**src/rtl/sfp_pkg.sv**
```systemverilog
package sfp_pkg;
  localparam int unsigned WM_W  = 4;
  localparam int unsigned CTL_W = 2 + WM_W;

  // Threshold in words selected by a code: code plus one.
  function automatic int unsigned wm_words(input logic [WM_W-1:0] code);
    return int'(code) + 1;
  endfunction

  // Receive-ready condition for a given occupancy and code.
  function automatic logic level_meets(input int unsigned level,
                                       input logic [WM_W-1:0] code);
    return level >= wm_words(code);
  endfunction
endpackage

```
**src/rtl/sfp_queue.sv**
```systemverilog
module sfp_queue #(
  parameter int unsigned DEPTH = 16,
  parameter int unsigned WIDTH = 16,
  localparam int unsigned AW = (DEPTH > 1) ? $clog2(DEPTH) : 1,
  localparam int unsigned LW = $clog2(DEPTH + 1)
) (
  input  logic             clk,
  input  logic             rst_n,
  input  logic             flush,
  input  logic             wr_en,
  input  logic [WIDTH-1:0] wr_data,
  input  logic             rd_en,
  output logic [WIDTH-1:0] head,
  output logic [LW-1:0]    level,
  output logic             wr_ok,
  output logic             rd_ok,
  output logic             empty,
  output logic             full
);
  logic [WIDTH-1:0] mem [DEPTH];
  logic [AW-1:0]    wr_ptr, rd_ptr;

  function automatic logic [AW-1:0] bump(input logic [AW-1:0] p);
    return (p == AW'(DEPTH - 1)) ? '0 : p + AW'(1);
  endfunction

  assign empty = (level == '0);
  assign full  = (level == LW'(DEPTH));
  assign wr_ok = wr_en & ~full & ~flush;
  assign rd_ok = rd_en & ~empty & ~flush;
  assign head  = mem[rd_ptr];

  always_ff @(posedge clk) begin
    if (wr_ok) mem[wr_ptr] <= wr_data;
  end

  always_ff @(posedge clk or negedge rst_n) begin
    if (!rst_n) begin
      wr_ptr <= '0;
      rd_ptr <= '0;
      level  <= '0;
    end else if (flush) begin
      wr_ptr <= '0;
      rd_ptr <= '0;
      level  <= '0;
    end else begin
      if (wr_ok) wr_ptr <= bump(wr_ptr);
      if (rd_ok) rd_ptr <= bump(rd_ptr);
      case ({wr_ok, rd_ok})
        2'b10:   level <= level + LW'(1);
        2'b01:   level <= level - LW'(1);
        default: level <= level;
      endcase
    end
  end
endmodule

```
**src/rtl/sfp_ctl.sv**
```systemverilog
module sfp_ctl
  import sfp_pkg::*;
(
  input  logic             clk,
  input  logic             rst_n,
  input  logic             wr,
  input  logic [CTL_W-1:0] wdata,
  output logic             tx_en,
  output logic             tx_rst,
  output logic [WM_W-1:0]  wm_code
);
  always_ff @(posedge clk or negedge rst_n) begin
    if (!rst_n) begin
      tx_en   <= 1'b0;
      tx_rst  <= 1'b0;
      wm_code <= '0;
    end else if (wr) begin
      tx_en   <= wdata[0];
      tx_rst  <= wdata[1];
      wm_code <= wdata[CTL_W-1:2];
    end
  end
endmodule

```
**src/rtl/sfp_flags.sv**
```systemverilog
module sfp_flags
  import sfp_pkg::*;
#(
  parameter int unsigned LW = 5
) (
  input  logic            clk,
  input  logic            rst_n,
  input  logic            tx_rst,
  input  logic            tx_pop,
  input  logic            tx_q_empty,
  input  logic [LW-1:0]   rx_level,
  input  logic [WM_W-1:0] wm_code,
  output logic            tx_underrun,
  output logic            tx_err,
  output logic            rx_ready
);
  assign tx_underrun = tx_pop & tx_q_empty & ~tx_rst;
  assign rx_ready    = level_meets(int'(rx_level), wm_code);

  always_ff @(posedge clk or negedge rst_n) begin
    if (!rst_n)           tx_err <= 1'b0;
    else if (tx_rst)      tx_err <= 1'b0;
    else if (tx_underrun) tx_err <= 1'b1;
  end
endmodule

```
**src/rtl/sio_fifo_pair.sv**
```systemverilog
module sio_fifo_pair
  import sfp_pkg::*;
#(
  parameter int unsigned DEPTH = 16,
  parameter int unsigned WIDTH = 16,
  localparam int unsigned LW = $clog2(DEPTH + 1),
  localparam int unsigned SW = 3 + 2 * LW
) (
  input  logic             clk,
  input  logic             rst_n,
  input  logic             host_tx_wr,
  input  logic [WIDTH-1:0] host_tx_data,
  input  logic             host_rx_rd,
  output logic [WIDTH-1:0] host_rx_data,
  input  logic             host_ctl_wr,
  input  logic [CTL_W-1:0] host_ctl_wdata,
  output logic [CTL_W-1:0] host_ctl_rdata,
  output logic [SW-1:0]    host_status,
  output logic             ser_tx_req,
  input  logic             ser_tx_pop,
  output logic [WIDTH-1:0] ser_tx_data,
  output logic             ser_tx_valid,
  input  logic             ser_rx_push,
  input  logic [WIDTH-1:0] ser_rx_data
);
  logic            tx_en, tx_rst;
  logic [WM_W-1:0] wm_code;
  logic [LW-1:0]   tx_level, rx_level;
  logic            tx_wr_ok, tx_rd_ok, tx_q_empty, tx_q_full;
  logic            rx_wr_ok, rx_rd_ok, rx_q_empty, rx_q_full;
  logic            tx_underrun, tx_err, rx_ready, tx_empty_flag;

  sfp_ctl ctl_i (
    .clk, .rst_n, .wr(host_ctl_wr), .wdata(host_ctl_wdata),
    .tx_en, .tx_rst, .wm_code
  );

  sfp_queue #(.DEPTH(DEPTH), .WIDTH(WIDTH)) txq_i (
    .clk, .rst_n, .flush(tx_rst),
    .wr_en(host_tx_wr), .wr_data(host_tx_data),
    .rd_en(ser_tx_pop), .head(ser_tx_data), .level(tx_level),
    .wr_ok(tx_wr_ok), .rd_ok(tx_rd_ok), .empty(tx_q_empty), .full(tx_q_full)
  );

  sfp_queue #(.DEPTH(DEPTH), .WIDTH(WIDTH)) rxq_i (
    .clk, .rst_n, .flush(1'b0),
    .wr_en(ser_rx_push), .wr_data(ser_rx_data),
    .rd_en(host_rx_rd), .head(host_rx_data), .level(rx_level),
    .wr_ok(rx_wr_ok), .rd_ok(rx_rd_ok), .empty(rx_q_empty), .full(rx_q_full)
  );

  sfp_flags #(.LW(LW)) flags_i (
    .clk, .rst_n, .tx_rst, .tx_pop(ser_tx_pop), .tx_q_empty,
    .rx_level, .wm_code, .tx_underrun, .tx_err, .rx_ready
  );

  assign tx_empty_flag  = tx_q_empty | tx_rst;
  assign ser_tx_req     = tx_en;
  assign ser_tx_valid   = ~tx_q_empty & ~tx_rst;
  assign host_ctl_rdata = {wm_code, tx_rst, tx_en};
  assign host_status    = {rx_level, tx_level, rx_ready, tx_empty_flag, tx_err};
endmodule

```
**config.mk**
```make
export PLATFORM = sky130hd
export DESIGN_NAME = sio_fifo_pair
export DESIGN_NICKNAME = d
export VERILOG_FILES = /design/src/rtl/sfp_pkg.sv /design/src/rtl/sfp_queue.sv /design/src/rtl/sfp_ctl.sv /design/src/rtl/sfp_flags.sv /design/src/rtl/sio_fifo_pair.sv
export SDC_FILE = /design/constraint.sdc
export NUM_CORES = 1
export LEC_CHECK = 0
export ABC_AREA = 1
export BUFFER_PORTS_ARGS = -buffer_cell sky130_fd_sc_hd__buf_2
export CORE_UTILIZATION = 40
export DETAILED_ROUTE_END_ITERATION = 8
export HOLD_SLACK_MARGIN = 0.08
export PLACE_DENSITY = 0.57
export RECOVER_POWER = 25
export SETUP_SLACK_MARGIN = 0.3
export SLEW_MARGIN = 30
export SYNTH_ARGS = -nofsm -noshare
export SYNTH_HDL_FRONTEND = slang
export SYNTH_HIERARCHICAL = 1
export SYNTH_SLANG_ARGS = --single-unit
export TNS_END_PERCENT = 100
```
**constraint.sdc**
```tcl
create_clock -name clk -period 1.95 [get_ports clk]
set_input_delay 0.0975 -clock clk [delete_from_list [all_inputs] [get_ports clk]]
set_output_delay 0.0975 -clock clk [all_outputs]
set_load 0.005 [all_outputs]
```
== After elaboration in Yosys (flattened, before gate mapping) ==
Memory sizes are Yosys's and may differ from the RTL's.
Index checks and enable logic that the tools add are counted.
Operators by class
  bitwise operators: 15
  multiply operators: 0
  reductions and logical operators: 7
  muxes and demuxes: 17
  shift operators: 0
  divide/modulo/power cells: 0
  order comparisons: 1
  equal/unequal tests: 10
  add/subtract/negate cells: 9
Operators with widths (number)
  greater-or-equal comparator 5 x 32 -> 1 bit: 1
  two-way mux 4 bit: 8
  case mux 5 bit (2 select lines): 2
  adder 4 x 1 -> 4 bit, second input constant: 4
  equality test 4 bit, second input constant: 4
  adder 5 x 1 -> 5 bit, second input constant: 2
  equality test 5 bit, second input constant: 2
  zero test 5 bit: 2
  subtractor 5 x 1 -> 5 bit, second input constant: 2
  AND 1 bit: 9
  nonzero test 2 bit: 4
  two-way mux 1 bit: 6
  adder 4 x 1 -> 5 bit, second input constant: 1
  two-way mux 5 bit: 1
  inverter 1 bit: 5
  equality test 2 x 1 -> 1 bit, second input constant: 2
  equality test 2 bit, second input constant: 2
  nonzero test 3 bit: 1
  bitwise OR 1 bit: 1
Storage, ports and cells
  word-level logic and storage cells: 71
  memories kept: 2
  bits in writable memories: 512
  bits in latches: 0
  output and inout port bits: 53
  bits in read-only memories: 0
  register bits after elaboration: 33
  input port bits: 45
Memories
  rxq_i.mem: depth 16, width 16, rd ports 1, clocked after memory_dff 0, wr ports 1, RTL line sfp_queue.sv:20  | logic [WIDTH-1:0] mem [DEPTH];
  txq_i.mem: depth 16, width 16, rd ports 1, clocked after memory_dff 0, wr ports 1, RTL line sfp_queue.sv:20

== Longest topological paths before layout ==
Gate-level depths: netlist of run 1.
  depth after elaboration: 7
  mapped depth: 15
  gate-level depth less buffers: 15

== By module ==
Netlist of run 1, hierarchy kept.
Modules (own cells, without submodules)
  sfp_queue at rxq_i: cells an instance 872, area an instance 10975.5 sq um, instances 1, sequential area each 8012.7 sq um
  sfp_queue at txq_i: cells an instance 874, area an instance 10961.8 sq um, instances 1, sequential area each 8012.7 sq um
  sfp_ctl: cells an instance 25, area an instance 221.5 sq um, instances 1, sequential area each 150.1 sq um
  sfp_flags: cells an instance 31, area an instance 211.5 sq um, instances 1, sequential area each 25.0 sq um
  sio_fifo_pair: cells an instance 10, area an instance 56.3 sq um, instances 1, sequential area each 0.0 sq um

== Worst setup path after synthesis of run 1 ==
OpenSTA, ideal clock, no wires.
  kind: flip-flop to flip-flop
  start point: reg ctl_i.tx_rst
  end point: mem txq_i.mem[0][0], enable pin
  data required time: 1.562 ns
  slack: -0.172 ns
  buffers on the path: 0
  period minus slack after synthesis: 2.122 ns
  setup time: 0.388 ns
  arrival time: 1.733 ns
  stages on the path, launching flop included: 6
  cells stage by stage: dfrtp_1 -> inv_1 -> nand3_1 -> inv_1 -> nand2_1 -> nor2_1
On the way
  cells in the longest elaborated chain, start to end: 4
Ends and longest elaborated chain
  from (decl): RTL line sfp_ctl.sv:9  | output logic tx_rst,
  from (signal assigned): RTL line sfp_ctl.sv:19  | tx_rst <= wdata[1];
  inverter 1 bit: RTL line sfp_queue.sv:29  | assign wr_ok = wr_en & ~full & ~flush;
  AND 1 bit: RTL line sfp_queue.sv:29
  via tx_wr_ok: RTL line sio_fifo_pair.sv:29  | logic tx_wr_ok, tx_rd_ok, tx_q_empty, tx_q_full;
  two-way mux 1 bit: RTL line sfp_queue.sv:34  | if (wr_ok) mem[wr_ptr] <= wr_data;
  two-way mux 1 bit (implied by the code): RTL line sfp_queue.sv:34
  to (decl): RTL line sfp_queue.sv:20
The timed path passes the listed nets, and every way through them passes these cells.

== Final worst setup path of run 1 ==
  start point: reg txq_i.rd_ptr[0]
  end point: out ser_tx_data[11]
On the way
  cells in the longest elaborated chain, start to end: 1
Ends and longest elaborated chain
  from (decl): RTL line sfp_queue.sv:21  | logic [AW-1:0] wr_ptr, rd_ptr;
  from (signal assigned): RTL line sfp_queue.sv:48  | if (rd_ok) rd_ptr <= bump(rd_ptr);
  memory read (16 x 16 bit)
  to (decl): RTL line sio_fifo_pair.sv:21  | output logic [WIDTH-1:0] ser_tx_data,
No other way between the ends.

==> summary.md, run 1 <==
| Metric | Value |
|---|---|
| Crit-path cells | clkbuf_16 > buf_12 > o21ai_1 > o211ai_1 > nand4_1 > nand2_1 > buf_6 |
| CTS Buffer Depth | 3 |
| Slack of the critical path | -0.460 ns |
| # rows | 86 |
| Die area | 57,000 um^2 |
| Starting Density | 40.6% |
| DRC Markers | 0 |
| Die height | 239 um |
| First-pass GRT wire length | 93.0 mm |
| Max_cap viols | 0 |
| Vias in the first global route | 15,200 |
| Buffers on Ports | 97 |
| Crit Reg-Reg Startpoint | rxq_i/rd_ptr[0] |
| CP Class | reg -> out |
| TNS Setup | -14.03 ns |
| Clock power share | 28.2% |
| Via count | 15,900 |
| CTS H-tree depth | 2 |
| Remaining global-route overflow | 0 |
| Worst Path Arrival | 2.31 ns |
| Worst slew pin tran | 0.777 ns |
| I/O pin count | 98 |
| Int Power | 0.0254 W |
| Worst VDD drop | 0.782 mV |
| Setup violators final | 56 |
| Status | complete, but fails checks |
| Die Wd | 239 um |
| Starting DRT DRC Count | 1,385 |
| HP Class | in -> async |
| Largest net degree at the start of global routing | 60 |
| Sw power | 0.0119 W |
| Critical Path Start | txq_i/rd_ptr[0] |
| Fillers | 4,424 |
| Drt wl/cell | 21.7 um |
| Clk slew on worst S/H paths | 0.06 ns |
| Cell Pwr Density | 1220 nW/um^2 |
| Layout net count | 2,228 |
| Failing checks | negative setup slack |
| Pre-antenna DRT Iters | 5 |
| Core Box Area | 55,200 um^2 |
| Final period util | 124% |
| Worst-Skew Late Latency | 0.63 ns |
| Max FO, Critical Path | 9 |
| R2R setup slack | -0.17 ns |
| Synth Warn # | 6 |
| Worst path slowest cell | dfrtp_4 |
| Switching Fraction | 31.9% |
| DP Wirelength | 32.7 mm |
| Highest clock rate | 415 MHz |
| Register share of total power | 36.0% |
| Via-per-instance ratio | 5.39 |
| Fraction of layout instances using a drive strength above 1 | 28.5% |
| Required time of the worst setup path | 1.85 ns |
| Worst setup EP type | primary output |
| Root Driver | clkbuf_16 |
| CP max stage delay | 0.57 ns |
| Mapped Cells | 1,808 |
| GRT Resource Usage Total | 21.8% |
| CTS Buf Count | 56 |
| Comb pwr share | 35.7% |
| DRT Wirelength | 64.2 mm |
| Synthesized area per cell | 12.4 um^2 |
| Leakage | 11.0 nW |
| Cells after DPL | 2,669 |
| Initial antenna violation count | 1 |
| Antenna Violating Nets Remaining | 0 |
| Fin. max-slew vios | 0 |
| Worst Clk Skew | 0.0455 ns |
| Clock Sinks | 545 |
| Dpl ws | -0.0423 ns |
| Cell area after synthesis | 22,400 um^2 |
| Final min period | 2.41 ns |
| Critical path launch point type | flop |
| Slew HR | 48.2% |
| Area Growth Syn to Fin | 36.0% |
| Layout Cells excl Fill | 2,955 |
| Final hold vios | 0 |
| Unrepaired setup endpoints after global routing | true |
| Min Hold Slack | 0.0732 ns |
| CTS tree | done |
| Core Util, Final | 55.2% |
| # diodes | 0 |
| RePlAce Congestion | 0.773 |
-- worst max-delay path: cells and delay by family (launching register included) --
family,cells,cell delay [ns]
simple gates,2,0.30
compound gates,2,0.36
flops,1,0.57
buf+inv,3,0.47
-- final cells by class --
| class | count | area (um^2) | share of cell area, % |
|---|---|---|---|
| tap | 748 | 936 | 3.07 |
| clock inverter | 45 | 368 | 1.21 |
| inverter | 81 | 347 | 1.14 |
| timing repair inverter | 2 | 17.5 | 0.0575 |
| multi-input combinational | 1086 | 6340 | 20.8 |
| sequential | 545 | 16200 | 53.2 |
| timing repair buffer | 387 | 4800 | 15.8 |
| clock buffer | 61 | 1440 | 4.73 |
-- registers in the layout, indices dropped and copies added, names as in the netlist, 5 cells and up --
name         count
rxq_i/level      5
txq_i/level      5
rxq_i/mem      256
txq_i/mem      256
-- routing by layer --
layer | track usage, % | wire length [um]
met4 | 6.22 | 1490
met3 | 2.64 | 4450
met5 | 0 | 8
met1 | 30.7 | 27500
met2 | 35.4 | 30700
-- final timing paths --
check | cells past startpoint | endpoint
max reg2reg | 13 | rxq_i/rd_ptr[3]
min reg2reg | 2 | flags_i/tx_err
min | 2 | txq_i/level[1]
max in group asynchronous | 2 | txq_i/rd_ptr[0]
min in group clk | 4 | flags_i/tx_err
max | 7 | ser_tx_data[11]
-- through the flow --
step	total power, W	cell area, um^2
after floorplan	0.0185	22700
after global placement	0.0216	24900
after detailed placement	0.0217	24900
after CTS	0.0356	29200
after global routing	0.0388	30500
final	0.0373	30500
-- placed cells by master, fill, tap and decap left out, types with 36 or more instances in the layout --
| cell type | instances |
|---|---|
| o21ai_0 | 62 |
| buf_6 | 52 |
| o211ai_1 | 52 |
| a21oi_1 | 39 |
| nand2_2 | 36 |
| inv_1 | 60 |
| clkbuf_16 | 74 |
| nor2_1 | 112 |
| buf_12 | 56 |
| o21ai_1 | 64 |
| dlygate4sd3_1 | 55 |
| nand3_1 | 113 |
| edfxtp_1 | 512 |
| buf_4 | 63 |
| nand4_1 | 54 |
| nor2_4 | 38 |
| buf_2 | 72 |
| nand2_1 | 346 |
-- power groups by stage --
stage / Clock (W) / Combinational [W] / Sequential [W]
floorplan: 0 / 0.00495 / 0.0136
detailed placement: 0 / 0.00801 / 0.0137
global placement: 0 / 0.00792 / 0.0136
finish: 0.0105 / 0.0133 / 0.0134
global route: 0.0111 / 0.0142 / 0.0135
CTS: 0.0107 / 0.0115 / 0.0135
-- repair_timing --
item | in CTS | in global routing
gates cloned | 36 | 17
gates resized for setup | 213 | 170
buffers inserted | 39 | 33
hold endpoints to repair | 578 | 0
setup endpoints to repair | 484 | 528
hold buffers | 55 | 0
pin swaps | 110 | 136
Power figures use the tool's default switching activity.
==> inputs of run 2 (changes only) <==
RECOVER_POWER = default   (was 25)
SETUP_SLACK_MARGIN = default   (was 0.3)
==> run 2 against run 1 <==
The flow still finishes with violations (negative setup slack). Design area is 5.0% lower. Sequential power about the same. Setup slack got worse by 0.0086 ns. Via count decreased by 5.0%. Combinational power is 9% lower. Sequential share of layout area up 2.8 points.
==> summary.md, run 2 (synthesis gave the netlist of run 1 again) <==
| Metric | Value |
|---|---|
| Via count | 15,100 (-5.0%) |
| Most frequent cells in the layout | edfxtp_1 (512), nand2_1 (369), nand3_1 (124) |
| Worst-Skew Late Latency | 0.62 ns (about the same) |
| Vias in the first global route | 14,400 (-4.8%) |
| # rows | 86 (unchanged) |
| HP Class | in -> reg |
| CP Class | reg -> out |
| Fin. max-slew vios | 0 (unchanged) |
| Antenna Violating Nets Remaining | 0 (unchanged) |
| Die Wd | 239 um (unchanged) |
| Slack of the critical path | -0.468 ns (-0.00863 ns) |
| DP Wirelength | 32.4 mm (-0.83%) |
| HP Start | ser_tx_pop |
| Leakage | 10.4 nW (-5.0%) |
| Worst slew pin tran | 0.513 ns (-0.265 ns) |
| Most common cell after layout, fill and taps aside | edfxtp_1 |
| Initial antenna violation count | 0 (-1) |
| Worst Path Arrival | 2.32 ns (about the same) |
| Drt wl/cell | 20.6 um (-5.1%) |
| Cells after DPL | 2,661 (-0.30%) |
| CP max stage delay | 0.44 ns (-0.13 ns) |
| Die height | 239 um (unchanged) |
| CTS tree | done |
| Buffers on Ports | 97 (unchanged) |
| Critical Path Start | rxq_i/rd_ptr[0] |
| Clk slew on worst S/H paths | 0.06 ns (about the same) |
| DP Area | 24,600 um^2 (-1.3%) |
| Slew HR | 65.8% (+18 points) |
| Fraction of layout instances using a drive strength above 1 | 25.7% (-2.9 points) |
| Final hold vios | 0 (unchanged) |
| GRT Resource Usage Total | 20.3% (-1.5 points) |
| # diodes | 0 (unchanged) |
| DRT Wirelength | 59.6 mm (-7.2%) |
| Cell Pwr Density | 1240 nW/um^2 (+1.5%) |
| CTS Buf Count | 56 (unchanged) |
| Largest net degree at the start of global routing | 42 (-30%) |
| Largest registers | rxq_i/mem x256, txq_i/mem x256 |
| Starting Density | 40.6% (unchanged) |
| Starting DRT DRC Count | 1,394 (+0.65%) |
| Failing checks | negative setup slack |
| Max FO, Critical Path | 10 (+1) |
| Fin area | 29,000 um^2 (-5.0%) |
| Setup violators final | 34 (-39%) |
| Status | complete, but fails checks |
| DRC Markers | 0 (unchanged) |
| CTS Buffer Depth | 3 (unchanged) |
| First-pass GRT wire length | 87.3 mm (-6.1%) |
| Worst path slowest cell | dfrtp_4 |
| Layout net count | 2,164 (-2.9%) |
| Final min period | 2.42 ns (+0.00863 ns) |
| Die area | 57,000 um^2 (unchanged) |
| Via-per-instance ratio | 5.24 (-2.8%) |
| Unrepaired setup endpoints after global routing | true |
| CTS H-tree depth | 2 (unchanged) |
| Area Growth Syn to Fin | 29.2% |
| Core Box Area | 55,200 um^2 (unchanged) |
| Remaining global-route overflow | 0 (unchanged) |
| Layout Cells excl Fill | 2,889 (-2.2%) |
| I/O pin count | 98 (unchanged) |
| Reg2Reg Depth | 14 (+1) |
| Crit Reg-Reg Startpoint | txq_i/level[1] |
| Root Driver | clkbuf_16 |
| Required time of the worst setup path | 1.85 ns (about the same) |
| Pre-antenna DRT Iters | 5 (unchanged) |
| Clock Sinks | 545 (unchanged) |
| Max_cap viols | 0 (unchanged) |
| Hold Path Cell Cnt | 4 |
| Highest clock rate | 413 MHz (-0.36%) |
| Crit-path most repeated cell | buf_12 |
| Crit-path cells | buf_12 > buf_12 > clkbuf_16 > o21ai_2 > o211ai_1 > nand4_1 > nand2_1 > buf_2 |
| Final period util | 124% (+0.44 points) |
| Worst Clk Skew | 0.0274 ns (-0.0182 ns) |
| RePlAce Congestion | 0.773 (about the same) |
| Critical path launch point type | flop |
| Worst setup EP type | primary output |
| Worst VDD drop | 0.848 mV (+8.5%) |
==> run 2: timing repair <==
item	in CTS	in global routing
setup buffers	24	18
endpoints found under the hold margin	578	33
pin swaps	50	80
gates resized for setup	106	174
setup endpoints to repair	36	201
cloned	15	13
hold buffers	55	1
==> run 2: report_power, final <==
part | internal (W) | switching (W)
registers | 0.0132 | 0.000260
clock network | 0.00592 | 0.00459
logic | 0.00544 | 0.00663
total | 0.0245 | 0.0115
==> run 2: through the flow <==
step	power (W)	hold slack [ns]	setup WS (ns)	setup TNS [ns]	utilization [%]
final	0.0360	0.346	-0.468	-11.80	52.5
after global routing	0.0376	0.355	-0.519	-16.11	52.5
after detailed placement	0.0217	0.271	-0.0550	-0.0848	44.6
after floorplan	0.0185	-0.198	-0.0567	-10.89	-
after CTS	0.0344	0.152	-0.424	-12.36	50.7
after global placement	0.0216	0.256	-0.0420	-0.0420	44.6
==> run 2: final timing paths <==
check / slack (ns) / end
min in group asynchronous: 0.53 / txq_i/level[2]
worst max register to register: -0.04 / txq_i/level[4]
max in group asynchronous: 1.01 / rxq_i/rd_ptr[0]
worst max-delay path: -0.47 / host_rx_data[5]
worst min register to register: 0.53 / flags_i/tx_err
worst min-delay path: 0.35 / flags_i/tx_err
==> run 2: worst max-delay path: cells and delay by family (launching register included) <==
family / cells / cell delay, ns
AO/OA/AOI/OAI: 2 / 0.39
AND/OR/NAND/NOR: 2 / 0.36
buffers and inverters: 4 / 0.52
flip-flops: 1 / 0.44
==> run 2: area by class of cell <==
class | count | area (um^2)
fill | 4663 | 26200
multi-input combinational | 1086 | 5940
tap | 748 | 936
sequential | 545 | 16200
clock buffer | 64 | 1450
timing repair inverter | 1 | 11.3
timing repair buffer | 324 | 3700
inverter | 81 | 347
clock inverter | 40 | 350
==> run 2: routing by layer <==
layer,share of wire (%),GRT usage (%),vias to the layer above
met4,2.1,5.36,0
met2,48,32.7,474
met3,6.3,3.45,81
met1,44,28.5,7498
li1,-,-,7078
met5,0,0,-
